File: src/rtl/wpseq_pkg.sv
package wpseq_pkg;

  // Matcher position within the key sequences
  typedef enum logic [2:0] {
    M_IDLE = 3'd0,  // nothing matched
    M_K1   = 3'd1,  // first key byte seen
    M_K2   = 3'd2,  // second key byte seen
    M_D3   = 3'd3,  // clear-sequence third byte seen
    M_D4   = 3'd4,  // clear-sequence fourth byte seen
    M_D5   = 3'd5   // clear-sequence fifth byte seen
  } mstate_e;

endpackage

File: src/rtl/wpseq_matcher.sv
module wpseq_matcher
  import wpseq_pkg::*;
#(
  parameter int AW = 17,
  parameter int DW = 8,
  parameter logic [AW-1:0] ADR_P = 17'h05555,
  parameter logic [AW-1:0] ADR_Q = 17'h02AAA,
  parameter logic [DW-1:0] KEY_A = 8'hAA,
  parameter logic [DW-1:0] KEY_B = 8'h55,
  parameter logic [DW-1:0] KEY_ON = 8'hA0,
  parameter logic [DW-1:0] KEY_PRE = 8'h80,
  parameter logic [DW-1:0] KEY_OFF = 8'h20
) (
  input  logic          clk,
  input  logic          rst_n,
  input  logic          wr_valid,
  input  logic [AW-1:0] wr_addr,
  input  logic [DW-1:0] wr_data,
  output logic          hit_on,
  output logic          hit_off,
  output logic          swallow
);

  mstate_e st_q, st_nx;
  logic    step_ok;
  logic    is_a, is_b, is_on, is_pre, is_off;

  always_comb begin
    is_a   = (wr_addr == ADR_P) && (wr_data == KEY_A);
    is_b   = (wr_addr == ADR_Q) && (wr_data == KEY_B);
    is_on  = (wr_addr == ADR_P) && (wr_data == KEY_ON);
    is_pre = (wr_addr == ADR_P) && (wr_data == KEY_PRE);
    is_off = (wr_addr == ADR_P) && (wr_data == KEY_OFF);
  end

  // Next state: advance on the expected byte, else restart with this byte
  always_comb begin
    st_nx   = st_q;
    hit_on  = 1'b0;
    hit_off = 1'b0;
    swallow = 1'b0;
    step_ok = 1'b0;
    if (wr_valid) begin
      unique case (st_q)
        M_K1: if (is_b) begin
          st_nx = M_K2; step_ok = 1'b1;
        end
        M_K2: begin
          if (is_on) begin
            st_nx = M_IDLE; hit_on = 1'b1; step_ok = 1'b1;
          end else if (is_pre) begin
            st_nx = M_D3; step_ok = 1'b1;
          end
        end
        M_D3: if (is_a) begin
          st_nx = M_D4; step_ok = 1'b1;
        end
        M_D4: if (is_b) begin
          st_nx = M_D5; step_ok = 1'b1;
        end
        M_D5: if (is_off) begin
          st_nx = M_IDLE; hit_off = 1'b1; step_ok = 1'b1;
        end
        default: ;
      endcase
      if (step_ok) begin
        swallow = 1'b1;
      end else if (is_a) begin
        st_nx   = M_K1;
        swallow = 1'b1;
      end else begin
        st_nx   = M_IDLE;
      end
    end
  end

  always_ff @(posedge clk or negedge rst_n) begin
    if (!rst_n) begin
      st_q <= M_IDLE;
    end else if (wr_valid) begin
      st_q <= st_nx;
    end
  end

  // a byte that is not consumed leaves the matcher idle
  p_break_idle_r6: assert property (@(posedge clk) disable iff (!rst_n)
    (wr_valid && !swallow) |=> (st_q == M_IDLE));

  // completing the arm sequence returns the matcher to idle
  p_arm_idle_r2: assert property (@(posedge clk) disable iff (!rst_n)
    hit_on |=> (st_q == M_IDLE));

endmodule

File: src/rtl/wpseq_guard.sv
module wpseq_guard (
  input  logic clk,
  input  logic rst_n,
  input  logic fclr_n,
  input  logic period_done,
  input  logic hit_on,
  input  logic hit_off,
  output logic prot_q,
  output logic win_q
);

  logic pend_v_q, pend_val_q;
  logic pend_v_nx, pend_val_nx, win_nx;
  logic hit_any, prot_ld;

  always_comb begin
    hit_any     = hit_on || hit_off;
    pend_v_nx   = hit_any ? 1'b1 : (period_done ? 1'b0 : pend_v_q);
    pend_val_nx = hit_on ? 1'b1 : (hit_off ? 1'b0 : pend_val_q);
    win_nx      = hit_any ? 1'b1 : (period_done ? 1'b0 : win_q);
    prot_ld     = period_done && pend_v_q;
  end

  // Protection flag: only the factory clear resets it
  always_ff @(posedge clk or negedge fclr_n) begin
    if (!fclr_n) begin
      prot_q <= 1'b0;
    end else if (prot_ld) begin
      prot_q <= pend_val_q;
    end
  end

  // Per-period state: cleared by the functional reset
  always_ff @(posedge clk or negedge rst_n) begin
    if (!rst_n) begin
      pend_v_q   <= 1'b0;
      pend_val_q <= 1'b0;
      win_q      <= 1'b0;
    end else begin
      pend_v_q   <= pend_v_nx;
      pend_val_q <= pend_val_nx;
      win_q      <= win_nx;
    end
  end

  // the flag holds unless a period has just ended
  p_prot_hold_r9: assert property (@(posedge clk) disable iff (!rst_n || !fclr_n)
    !period_done |=> $stable(prot_q));

  // the latest completed sequence owns the pending value
  p_last_wins_r8: assert property (@(posedge clk) disable iff (!rst_n)
    hit_off |=> (pend_v_q && !pend_val_q));

  // the window closes at a period end with no new sequence
  p_win_close_r3: assert property (@(posedge clk) disable iff (!rst_n)
    (period_done && !hit_on && !hit_off) |=> !win_q);

endmodule

File: src/rtl/wrprot_seq.sv
module wrprot_seq #(
  parameter int AW = 17,
  parameter int DW = 8
) (
  input  logic          clk,
  input  logic          rst_n,
  input  logic          fclr_n,
  input  logic          wr_valid,
  input  logic [AW-1:0] wr_addr,
  input  logic [DW-1:0] wr_data,
  input  logic          period_done,
  output logic          wr_pass,
  output logic          dummy_busy,
  output logic          prot_on
);

  logic hit_on, hit_off, swallow;
  logic prot_q, win_q;
  logic allow, pass_nx, dummy_nx;

  wpseq_matcher #(.AW(AW), .DW(DW)) u_match (
    .clk      (clk),
    .rst_n    (rst_n),
    .wr_valid (wr_valid),
    .wr_addr  (wr_addr),
    .wr_data  (wr_data),
    .hit_on   (hit_on),
    .hit_off  (hit_off),
    .swallow  (swallow)
  );

  wpseq_guard u_guard (
    .clk         (clk),
    .rst_n       (rst_n),
    .fclr_n      (fclr_n),
    .period_done (period_done),
    .hit_on      (hit_on),
    .hit_off     (hit_off),
    .prot_q      (prot_q),
    .win_q       (win_q)
  );

  always_comb begin
    allow    = !prot_q || win_q;
    pass_nx  = wr_valid && !swallow && allow;
    dummy_nx = wr_valid && !swallow && !allow;
  end

  always_ff @(posedge clk or negedge rst_n) begin
    if (!rst_n) begin
      wr_pass    <= 1'b0;
      dummy_busy <= 1'b0;
    end else begin
      wr_pass    <= pass_nx;
      dummy_busy <= dummy_nx;
    end
  end

  assign prot_on = prot_q;

  // at most one verdict per write
  p_one_verdict_r10: assert property (@(posedge clk) disable iff (!rst_n)
    !(wr_pass && dummy_busy));

  // a consumed key byte produces no verdict
  p_key_silent_r2: assert property (@(posedge clk) disable iff (!rst_n)
    (wr_valid && swallow) |=> (!wr_pass && !dummy_busy));

  // a protected write outside a window is dropped with busy
  p_blocked_r4: assert property (@(posedge clk) disable iff (!rst_n || !fclr_n)
    (wr_valid && !swallow && prot_q && !win_q) |=> (dummy_busy && !wr_pass));

  // no verdict appears without a write strobe
  p_no_spurious_r10: assert property (@(posedge clk) disable iff (!rst_n)
    !wr_valid |=> (!wr_pass && !dummy_busy));

endmodule

File: config.mk
export PLATFORM = sky130hd
export DESIGN_NAME = wrprot_seq
export DESIGN_NICKNAME = d
export VERILOG_FILES = /design/src/rtl/wpseq_pkg.sv /design/src/rtl/wpseq_matcher.sv /design/src/rtl/wpseq_guard.sv /design/src/rtl/wrprot_seq.sv
export SDC_FILE = /design/constraint.sdc
export NUM_CORES = 1
export LEC_CHECK = 0
export ABC_AREA = 1
export BUFFER_PORTS_ARGS = -buffer_cell sky130_fd_sc_hd__buf_2
export CORE_MARGIN = 4
export CORE_UTILIZATION = 40
export CTS_CLUSTER_SIZE = 8
export DETAILED_ROUTE_END_ITERATION = 8
export GPL_TIMING_DRIVEN = 0
export PLACE_DENSITY = 0.8
export SLEW_MARGIN = 20
export SYNTH_ARGS = -nofsm -noshare
export SYNTH_HDL_FRONTEND = slang
export SYNTH_HIERARCHICAL = 1
export SYNTH_SLANG_ARGS = --single-unit
File: constraint.sdc
create_clock -name clk -period 1.25 [get_ports clk]
set_input_delay 0.25 -clock clk [delete_from_list [all_inputs] [get_ports clk]]
set_output_delay 0.25 -clock clk [all_outputs]
set_load 0.05 [all_outputs]
==> reports/qor.csv <==
metric,value,unit
core_region_area,2000,um^2
ioPinCount,33,
drt_iter0_markers,29,
crit_slowest_cell,dfrtp_1,
p_leak,0.649,nW
ys_ff_latch,8,
rsz0062_at_grt,yes,
yosysMostFrequentCell,nand2_1,
synthFlopType,dfrtp_1,
synth_edf_count,0,
die_w,54.3,um
violations,negative setup slack,
hpwl,1840,um
yosys_warnings,6,
synth_top_area_share,0.233,
min_path_type,in2reg,
setup_viol,7,
syn_area,858,um^2
synth_nets,186,
drt_pass1_iterations,4,
start_util,0.429,
die_y,54.3,um
async_flop_share,1.00,
setup_ws,-0.191,ns
clockBufferDepth,2,
cts_buffers,3,
fillerInstances,196,
ys_seq_area_frac,0.233,
vdd_ir_drop_max,0.702,mV
path_clk_slew,0.06,ns
final_util,0.599,
maxCapViolCount,0,
grt_max_degree,9,
power,0.730,mW
synth.area.top_cells,"dfrtp_1 (23%), nand2_1 (17%), nor2_1 (15%)",
max_stage_delay,0.41,ns
status,"finished, violations left",
overflow,0,
slew_viol_final,0,
syn_inst,156,
powerDensity,609,nW/um^2
die_area,2950,um^2
gp_congestion,0.797,
path_class,reg2reg,
grt_pass1_wl,3710,um
cts_tree,yes,
max_freq,694,MHz
path_cells,"or2_4, o21ai_4, nand3_1, nand2_1, inv_2, nand3_4, nand2_1, a21oi_1",
antenna_found_initial,0,
via_count,1089,
area_growth,39.7,%
ys_types,22,
htree_num_levels,1,
seq_area,200,um^2
skew,0.00724,ns
antenna_cells,0,
wl,2370,um
synth_common_cells,"nand2_1 (39), nor2_1 (35), inv_1 (31)",
multi_input_area,593,um^2
grt_pass1_vias,978,
place_ws,-0.305,ns
worst_pin_slew,0.357,ns
design_area,1200,um^2
placed_cell_area,1060,um^2
hold_violations,0,
route.detailed.drc,0,
start_kind,register,
path_max_fanout,4,
cts.sink_count,8,
tns,-0.956,ns
nets,231,
fin_crit_sh,1.15,
worst_path_most_repeated_cell,nand2_1,
rows,16,
insertion_delay,0.26,ns
grt.total_usage,0.172,
period_minus_slack,1.44,ns
synth.avg_cell_area,5.50,um^2
cp.required,1.42,ns
root_buffer,clkbuf_4,
wl_per_cell,10.5,um
slew-limit-headroom,0.760,
worst_setup_path_end_kind,register,
drive_gt1_frac,0.312,
vias_per_cell,4.82,
critPathArrivalTime,1.61,ns
ant_nets,0,
portBuffers,32,
synth_area_leader_cell,dfrtp_1,
layout by cell type (no fill, tap or decap), types with 4 or more instances in the layout:
cell / synthesis / final
buf_2: 0 / 32
buf_4: 0 / 6
dfrtp_1: 8 / 8
inv_1: 31 / 30
nand2_1: 39 / 35
nand2_2: 1 / 4
nand3_1: 10 / 10
nand4_1: 9 / 9
nor2_1: 35 / 31
nor2_2: 2 / 4
logic make-up (layout without fill, tap and decap cells):
| logic type | Yosys count | count (layout) | synth area share |
|---|---|---|---|
| AOI/OAI and AO/OA | 8 | 8 | 0.0569 |
| buffers and inverters | 33 | 76 | 0.144 |
| DFF | 8 | 8 | 0.233 |
| and+or+nand+nor | 107 | 107 | 0.566 |
report_power, final:
| group | total (mW) | switching (mW) | internal, mW |
|---|---|---|---|
| Clock | 0.204 | 0.0940 | 0.110 |
| Combinational | 0.244 | 0.150 | 0.0938 |
| Sequential | 0.281 | 0.00875 | 0.273 |
| Total | 0.730 | 0.253 | 0.477 |
critical path, delay by kind of cell (launching register included):
kind            cells  cell delay (ns)
simple gates        5             0.59
buf+inv             1             0.05
compound gates      2             0.29
flops               1             0.41
through the flow:
step,std cells,hold WS [ns]
6_report,226,0.183
5_1_grt,226,0.184
4_1_cts,224,0.174
3_5_place_dp,215,0.0276
3_3_place_gp,215,0.0254
2_1_floorplan,156,-0.0456
area by class of cell:
type,instances,area share
clock buffer,3,0.0188
timing repair buffer,40,0.188
sequential,8,0.167
tap,27,0.0282
multi-input combinational,115,0.495
inverter,33,0.103
flip-flops by register name, indices dropped and copies added (netlist names):
name	count
u_match/st_q	3
dummy_busy	1
u_guard/pend_v_q	1
u_guard/pend_val_q	1
u_guard/prot_q	1
wr_pass	1
layer usage:
metal  vias up  part of all wire  global-route usage
li1        569                 -                   -
met2        33              0.50               0.309
met4         0             0.028              0.0996
met3         9             0.049              0.0272
met1       478              0.42               0.189
met5         -                 0                   0
final timing paths:
kind                       cells after the start  slack, ns       startpoint          endpoint
min in group asynchronous                      2       0.29           fclr_n    u_guard/prot_q
setup reg to reg                               8      -0.19  u_match/st_q[1]   u_match/st_q[2]
hold / removal                                 2       0.18      period_done  u_guard/pend_v_q
setup / recovery                               8      -0.19  u_match/st_q[1]   u_match/st_q[2]
max in group asynchronous                      2       0.74            rst_n        dummy_busy
hold reg to reg                                2       0.51   u_guard/prot_q    u_guard/prot_q
timing repair:
item | CTS | global route
resized for setup | 6 | 8
hold buffers | 2 | 0
setup buffers | 4 | 3
pin swaps | 2 | 6
cloned | 0 | 0
endpoints found under the setup margin | 7 | 7
endpoints found under the hold margin | 8 | 0
(Power assumes the default switching activity.)
